$ cat config.mk
export PLATFORM = sky130hd
export DESIGN_NAME = bus_addr_tmo_mon
export DESIGN_NICKNAME = d
export VERILOG_FILES = /design/src/rtl/tmo_mon_pkg.sv /design/src/rtl/tmo_tenure_timer.sv /design/src/rtl/tmo_err_log.sv /design/src/rtl/tmo_ack_gen.sv /design/src/rtl/bus_addr_tmo_mon.sv
export SDC_FILE = /design/constraint.sdc
export NUM_CORES = 1
export LEC_CHECK = 0
export BUFFER_PORTS_ARGS = -buffer_cell sky130_fd_sc_hd__buf_4
export CORE_ASPECT_RATIO = 0.9
export CORE_UTILIZATION = 53
export CTS_BUF_LIST = sky130_fd_sc_hd__clkbuf_16
export CTS_CLUSTER_SIZE = 8
export DETAILED_ROUTE_END_ITERATION = 12
export PLACE_DENSITY = 0.79
export SYNTH_ARGS = -nofsm -noshare
export SYNTH_HDL_FRONTEND = slang
export SYNTH_SLANG_ARGS = --single-unit
$ cat constraint.sdc
create_clock -name clk -period 2.6 [get_ports clk]
set_input_delay 0.78 -clock clk [delete_from_list [all_inputs] [get_ports clk]]
set_output_delay 0.78 -clock clk [all_outputs]
set_load 0.005 [all_outputs]
$ cat src/rtl/tmo_mon_pkg.sv
package tmo_mon_pkg;

  // Period in clocks for a given select code.
  function automatic int unsigned tmo_period(input logic [1:0] sel,
                                             input int unsigned p0,
                                             input int unsigned p1,
                                             input int unsigned p2,
                                             input int unsigned p3);
    case (sel)
      2'd0:    return p0;
      2'd1:    return p1;
      2'd2:    return p2;
      default: return p3;
    endcase
  endfunction

  function automatic int unsigned max4(input int unsigned a,
                                       input int unsigned b,
                                       input int unsigned c,
                                       input int unsigned d);
    int unsigned m;
    m = a;
    if (b > m) m = b;
    if (c > m) m = c;
    if (d > m) m = d;
    return m;
  endfunction

endpackage

$ cat src/rtl/tmo_tenure_timer.sv
module tmo_tenure_timer
  import tmo_mon_pkg::*;
#(
  parameter int unsigned P_SEL0 = 8,
  parameter int unsigned P_SEL1 = 64,
  parameter int unsigned P_SEL2 = 256,
  parameter int unsigned P_SEL3 = 1024,
  parameter int unsigned CNT_W  = 10
) (
  input  logic       clk,
  input  logic       rst_n,
  input  logic       ts_n_i,
  input  logic       aack_n_i,
  input  logic       pci_i,
  input  logic       en_i,
  input  logic [1:0] sel_i,
  output logic       take_o,
  output logic       expire_o
);

  logic             busy_q;
  logic [CNT_W-1:0] cnt_q;
  logic [CNT_W-1:0] lim_q;
  logic             start_seen;

  // A start strobe only opens a tenure while the timer is idle.
  assign start_seen = !ts_n_i && !busy_q;
  assign take_o     = start_seen && en_i && !pci_i;
  assign expire_o   = busy_q && aack_n_i && (cnt_q == lim_q);

  always_ff @(posedge clk or negedge rst_n) begin
    if (!rst_n) begin
      busy_q <= 1'b0;
      cnt_q  <= '0;
      lim_q  <= '0;
    end else if (take_o) begin
      busy_q <= 1'b1;
      cnt_q  <= '0;
      lim_q  <= CNT_W'(tmo_period(sel_i, P_SEL0, P_SEL1, P_SEL2, P_SEL3) - 1);
    end else if (busy_q) begin
      if (!aack_n_i || expire_o) begin
        busy_q <= 1'b0;
      end else begin
        cnt_q <= cnt_q + CNT_W'(1);
      end
    end
  end

  // a real acknowledge closes the tenure
  a_r4_ack_closes: assert property (@(posedge clk) disable iff (!rst_n)
    (busy_q && !aack_n_i) |=> !busy_q);

  // starts bound for PCI or with the timer off are skipped
  a_r6_skip_untimed: assert property (@(posedge clk) disable iff (!rst_n)
    (start_seen && (pci_i || !en_i)) |=> !busy_q);

  // the count keeps running through a repeated start strobe
  a_r11_count_runs: assert property (@(posedge clk) disable iff (!rst_n)
    (busy_q && aack_n_i && !expire_o) |=> (busy_q && cnt_q == $past(cnt_q) + CNT_W'(1)));

endmodule

$ cat src/rtl/tmo_err_log.sv
module tmo_err_log #(
  parameter int unsigned ADDR_W = 32
) (
  input  logic              clk,
  input  logic              rst_n,
  input  logic              take_i,
  input  logic [ADDR_W-1:0] addr_i,
  input  logic              expire_i,
  input  logic              clr_i,
  input  logic              irq_en_i,
  input  logic              mchk_en_i,
  output logic              tmo_stat_o,
  output logic [ADDR_W-1:0] err_addr_o,
  output logic              irq_o,
  output logic              mchk_o
);

  logic [ADDR_W-1:0] pend_addr_q;
  logic              stat_q;
  logic              cap_ok;

  // The captured address may be replaced while the bit is clear or being cleared.
  assign cap_ok = !stat_q || clr_i;

  always_ff @(posedge clk or negedge rst_n) begin
    if (!rst_n) begin
      pend_addr_q <= '0;
    end else if (take_i) begin
      pend_addr_q <= addr_i;
    end
  end

  always_ff @(posedge clk or negedge rst_n) begin
    if (!rst_n) begin
      stat_q     <= 1'b0;
      err_addr_o <= '0;
    end else if (expire_i) begin
      stat_q <= 1'b1;
      if (cap_ok) err_addr_o <= pend_addr_q;
    end else if (clr_i) begin
      stat_q <= 1'b0;
    end
  end

  assign tmo_stat_o = stat_q;
  assign irq_o      = stat_q && irq_en_i;
  assign mchk_o     = stat_q && mchk_en_i;

  // expiry raises the status bit
  a_r5_expire_sets: assert property (@(posedge clk) disable iff (!rst_n)
    expire_i |=> tmo_stat_o);

  // status holds without a clear
  a_r8_sticky: assert property (@(posedge clk) disable iff (!rst_n)
    (tmo_stat_o && !clr_i) |=> tmo_stat_o);

  // captured address frozen while status is set
  a_r9_addr_frozen: assert property (@(posedge clk) disable iff (!rst_n)
    (tmo_stat_o && !clr_i) |=> $stable(err_addr_o));

endmodule

$ cat src/rtl/tmo_ack_gen.sv
module tmo_ack_gen (
  input  logic clk,
  input  logic rst_n,
  input  logic expire_i,
  input  logic aack_n_i,
  output logic aack_n_o
);

  logic force_q;

  always_ff @(posedge clk or negedge rst_n) begin
    if (!rst_n) force_q <= 1'b0;
    else        force_q <= expire_i;
  end

  // Mask the forced pulse while a real acknowledge is on the bus.
  assign aack_n_o = !(force_q && aack_n_i);

  // the forced acknowledge lasts one cycle
  a_r2_single_pulse: assert property (@(posedge clk) disable iff (!rst_n)
    force_q |=> !force_q);

endmodule

$ cat src/rtl/bus_addr_tmo_mon.sv
module bus_addr_tmo_mon
  import tmo_mon_pkg::*;
#(
  parameter int unsigned ADDR_W = 32,
  parameter int unsigned P_SEL0 = 8,
  parameter int unsigned P_SEL1 = 64,
  parameter int unsigned P_SEL2 = 256,
  parameter int unsigned P_SEL3 = 1024
) (
  input  logic              clk,
  input  logic              rst_n,
  input  logic              ts_n_i,
  input  logic              aack_n_i,
  input  logic [ADDR_W-1:0] addr_i,
  input  logic              pci_bound_i,
  input  logic              tmo_en_i,
  input  logic [1:0]        tmo_sel_i,
  input  logic              clr_i,
  input  logic              irq_en_i,
  input  logic              mchk_en_i,
  output logic              aack_n_o,
  output logic              tmo_stat_o,
  output logic [ADDR_W-1:0] err_addr_o,
  output logic              irq_o,
  output logic              mchk_o
);

  localparam int unsigned P_MAX = max4(P_SEL0, P_SEL1, P_SEL2, P_SEL3);
  localparam int unsigned CNT_W = (P_MAX > 2) ? $clog2(P_MAX) : 1;

  logic take_w;
  logic expire_w;

  tmo_tenure_timer #(
    .P_SEL0(P_SEL0), .P_SEL1(P_SEL1), .P_SEL2(P_SEL2), .P_SEL3(P_SEL3),
    .CNT_W (CNT_W)
  ) timer_i (
    .clk     (clk),
    .rst_n   (rst_n),
    .ts_n_i  (ts_n_i),
    .aack_n_i(aack_n_i),
    .pci_i   (pci_bound_i),
    .en_i    (tmo_en_i),
    .sel_i   (tmo_sel_i),
    .take_o  (take_w),
    .expire_o(expire_w)
  );

  tmo_err_log #(.ADDR_W(ADDR_W)) log_i (
    .clk       (clk),
    .rst_n     (rst_n),
    .take_i    (take_w),
    .addr_i    (addr_i),
    .expire_i  (expire_w),
    .clr_i     (clr_i),
    .irq_en_i  (irq_en_i),
    .mchk_en_i (mchk_en_i),
    .tmo_stat_o(tmo_stat_o),
    .err_addr_o(err_addr_o),
    .irq_o     (irq_o),
    .mchk_o    (mchk_o)
  );

  tmo_ack_gen ack_i (
    .clk     (clk),
    .rst_n   (rst_n),
    .expire_i(expire_w),
    .aack_n_i(aack_n_i),
    .aack_n_o(aack_n_o)
  );

  // never drive the acknowledge together with a real one
  a_r7_no_overlap: assert property (@(posedge clk) disable iff (!rst_n)
    !aack_n_i |-> aack_n_o);

  // a sampled real acknowledge never leads to a new log entry
  a_r4_ack_blocks_log: assert property (@(posedge clk) disable iff (!rst_n)
    !aack_n_i |=> !$rose(tmo_stat_o));

endmodule

==> impl_metrics.csv <==
group,metric,value,unit
power,p_leak,2.42,nW
worst_setup_path,end_kind,"flop",
flow_run,drv_cap,0,
yosys,synth_cell_type_count,35,
layout,drive_above_1_share,35.6,%
worst_setup_path,start_kind,"flop",
detailed_routing,vias_per_cell,5.11,
layout,fin_util,71.3,%
grt,track_usage,22.2,%
layout,antenna_cells,0,
yosys,synth_top_area_share,59.2,%
yosys,netlist_area,0.00347,mm²
cts,tritoncts,"built",
worst_setup_path,required,2.81,ns
cts,cts.reportedPaths.clkPinSlew,0.06,ns
layout,final_net_count,428,
timing,period_needed,2.32,ns
worst_setup_path,slowest_stage,"or4_1",
cts,cts_max_level,3,
worst_setup_path,rrSetupSlack,0.28,ns
layout,area_growth,27.9,%
detailed_routing,route.detailed.drc,0,
timing,hold_viol,0,
cts,ctsResizeCount,0,
worst_setup_path,critical_path.max_fanout,32,
yosys,synth_nets,346,
yosys,synth_top_area_cell,"dfrtp_1",
cts,numCtsBuffers,9,
grt,grt_max_degree,52,
cts,clkLatencyLatePin,0.33,ns
detailed_routing,finalWirelength,6890,µm
timing,max_freq,430,MHz
cts,root_buffer,"clkbuf_16",
timing,tightest_slew,0.641,ns
timing,maxSlewHeadroom,57.2,%
cts,postCtsSetupBuffers,0,
worst_setup_path,rr_endpoint,"log_i.err_addr_o[3]$_DFFE_PN0P_",
timing,rsz0062_at_grt,"false",
grt,overflow,0,
detailed_routing,wl_per_cell,14.5,µm
grt,antenna_found_initial,0,
placement,dp_hpwl,4540,µm
cts,clock_path_buffers,2,
worst_setup_path,crit_type,"flop to flop",
floorplanning,rows,27,
yosys,synthTopCellsByCount,"nand2_1, dfrtp_1, mux2_4",
yosys,synth-main-ff-cell,"dfrtp_1",
worst_setup_path,worstPathCellList,"or4_1 -> a22oi_4 -> and2_2 -> nand4_4 -> buf_12 -> mux2_4",
floorplanning,io_pins,79,
cts,cts_sinks,82,
detailed_routing,firstDrtPassIters,4,
detailed_routing,drt_iter0_markers,92,
timing,period_share,89.4,%
yosys,ys_ff_latch,82,
grt,grt_pass1_vias,2364,
yosys,synth.avg_cell_area,11.5,µm²
timing,slew_viol_final,0,
floorplanning,dieArea,0.00687,mm²
yosys,syn_inst,301,
yosys,synthArstFlopShare,100,%
floorplanning,core-area,0.00622,mm²
worst_setup_path,reg2regPathDepth,6,
timing,timing.clock.skew,0.00659,ns
power,power_density,700,mW/mm²
placement,port_buffers,78,
timing,tns,0,ns
worst_setup_path,reg2reg_from,"timer_i.cnt_q[2]$_DFFE_PN0P_",
power,vdd_ir_drop_max,520,µV
floorplanning,initial_core_util,55.8,%
worst_hold_path,min_path_type,"input pin to asynchronous set/reset pin",
yosys,seq_area_frac_synth,59.2,%
yosys,synth_edf_count,0,
cts,ctsHoldBuffers,0,
worst_setup_path,cp.arrival,2.54,ns
yosys,ys_warn_count,0,
yosys,synth_most_common_cell,"nand2_1",
detailed_routing,vias,2425,
status,status,"finished, final reports clean",
worst_setup_path,critPathMaxStageDelay,0.60,ns
placement,gp_congestion,0.862,
timing,finalSetupViolCount,0,
detailed_routing,antenna_left,0,
yosys,ys_top_cells_by_area,"dfrtp_1, mux2_4, nand2_1",
floorplanning,die_x,87.3,µm
grt,grt_pass1_wl,11600,µm
floorplanning,die-height,78.7,µm
state kept, by name, summed over array words and instances, names as in the netlist:
name / cells
timer_i.busy_q: 1
log_i.pend_addr_q: 32
log_i.tmo_stat_o: 1
timer_i.lim_q: 5
timer_i.cnt_q: 10
log_i.err_addr_o: 32
ack_i.force_q: 1
cells in the final DEF, fill, tap and decap left out, drive strengths merged, types with 2 or more instances in the layout:
cell type / netlist / layout
inv: 1 / 5
nand3: 7 / 7
nand2b: 4 / 4
nand4: 4 / 4
ha: 2 / 2
a2111oi: 2 / 2
nor2: 3 / 3
mux2i: 5 / 5
and2: 3 / 3
xor2: 2 / 2
clkbuf: 9 / 9
a21oi: 2 / 2
mux2: 32 / 32
clkinvlp: 0 / 2
nand2: 119 / 119
buf: 3 / 83
a211oi: 2 / 2
xnor2: 3 / 3
o21ai: 4 / 4
dfrtp: 82 / 82
or4: 2 / 2
cell families after synthesis:
| logic type | count (synthesis) | share of synthesized area, % |
|---|---|---|
| simple gates | 151 | 19.1 |
| flops | 82 | 59.2 |
| mux | 37 | 15.1 |
| buf+inv | 13 | 2.06 |
| compound gates | 11 | 2.56 |
| xor+xnor | 5 | 1.26 |
| fa+ha+maj | 2 | 0.722 |
metal layers:
metal	track usage, %	routed length (µm)	up-vias	part of all wire [%]
met5	0	0	-	0
met4	6.23	63	0	0.91
met3	6.03	381	8	5.5
met2	34.7	3360	71	49
met1	30.6	3090	1185	45
li1	-	-	1161	-
stage by stage:
| step | total power (W) | std cells | cell area (µm²) | setup WS, ns | hold slack [ns] |
|---|---|---|---|---|---|
| finish | 0.00310 | 475 | 4430 | 0.277 | 0.462 |
| global placement | 0.00191 | 459 | 4150 | 0.371 | 0.453 |
| floorplan | 0.00174 | 301 | 3470 | 0.450 | 0.438 |
| detailed placement | 0.00195 | 459 | 4150 | 0.301 | 0.467 |
| CTS | 0.00314 | 475 | 4430 | 0.278 | 0.481 |
| global route | 0.00325 | 475 | 4430 | 0.187 | 0.492 |
where the power goes:
part / switching (W) / internal (W)
Combinational: 0.000172 / 0.000198
Sequential: 0.000115 / 0.00144
Clock: 0.000519 / 0.000661
Total: 0.000806 / 0.00230
cell type report:
class	instances	area, µm²
Multi-Input combinational cell	206	1350
Clock buffer	9	225
Clock inverter	7	57.6
Timing Repair Buffer	83	636
Tap cell	87	109
Fill cell	458	1780
Inverter	1	3.75
Sequential cell	82	2050
worst max path at each step:
stage | from | to | cells after the start
3_5_place_dp | timer_i.cnt_q[8]$_DFFE_PN0P_ | log_i.err_addr_o[19]$_DFFE_PN0P_ | 6
6_report | timer_i.cnt_q[2]$_DFFE_PN0P_ | log_i.err_addr_o[3]$_DFFE_PN0P_ | 6
2_1_floorplan | timer_i.cnt_q[4]$_DFFE_PN0P_ | log_i.err_addr_o[0]$_DFFE_PN0P_ | 6
3_3_place_gp | timer_i.cnt_q[4]$_DFFE_PN0P_ | log_i.err_addr_o[19]$_DFFE_PN0P_ | 6
5_1_grt | timer_i.cnt_q[8]$_DFFE_PN0P_ | log_i.err_addr_o[19]$_DFFE_PN0P_ | 6
4_1_cts | timer_i.cnt_q[2]$_DFFE_PN0P_ | log_i.err_addr_o[19]$_DFFE_PN0P_ | 6
worst max-delay path: cells and delay by family (launching register included):
kind            cells  cell delay [ns]
mux                 1             0.32
flops               1             0.45
compound gates      1             0.23
buf+inv             1             0.22
simple gates        3             0.97
No activity file was read; power rests on OpenSTA's default activity.
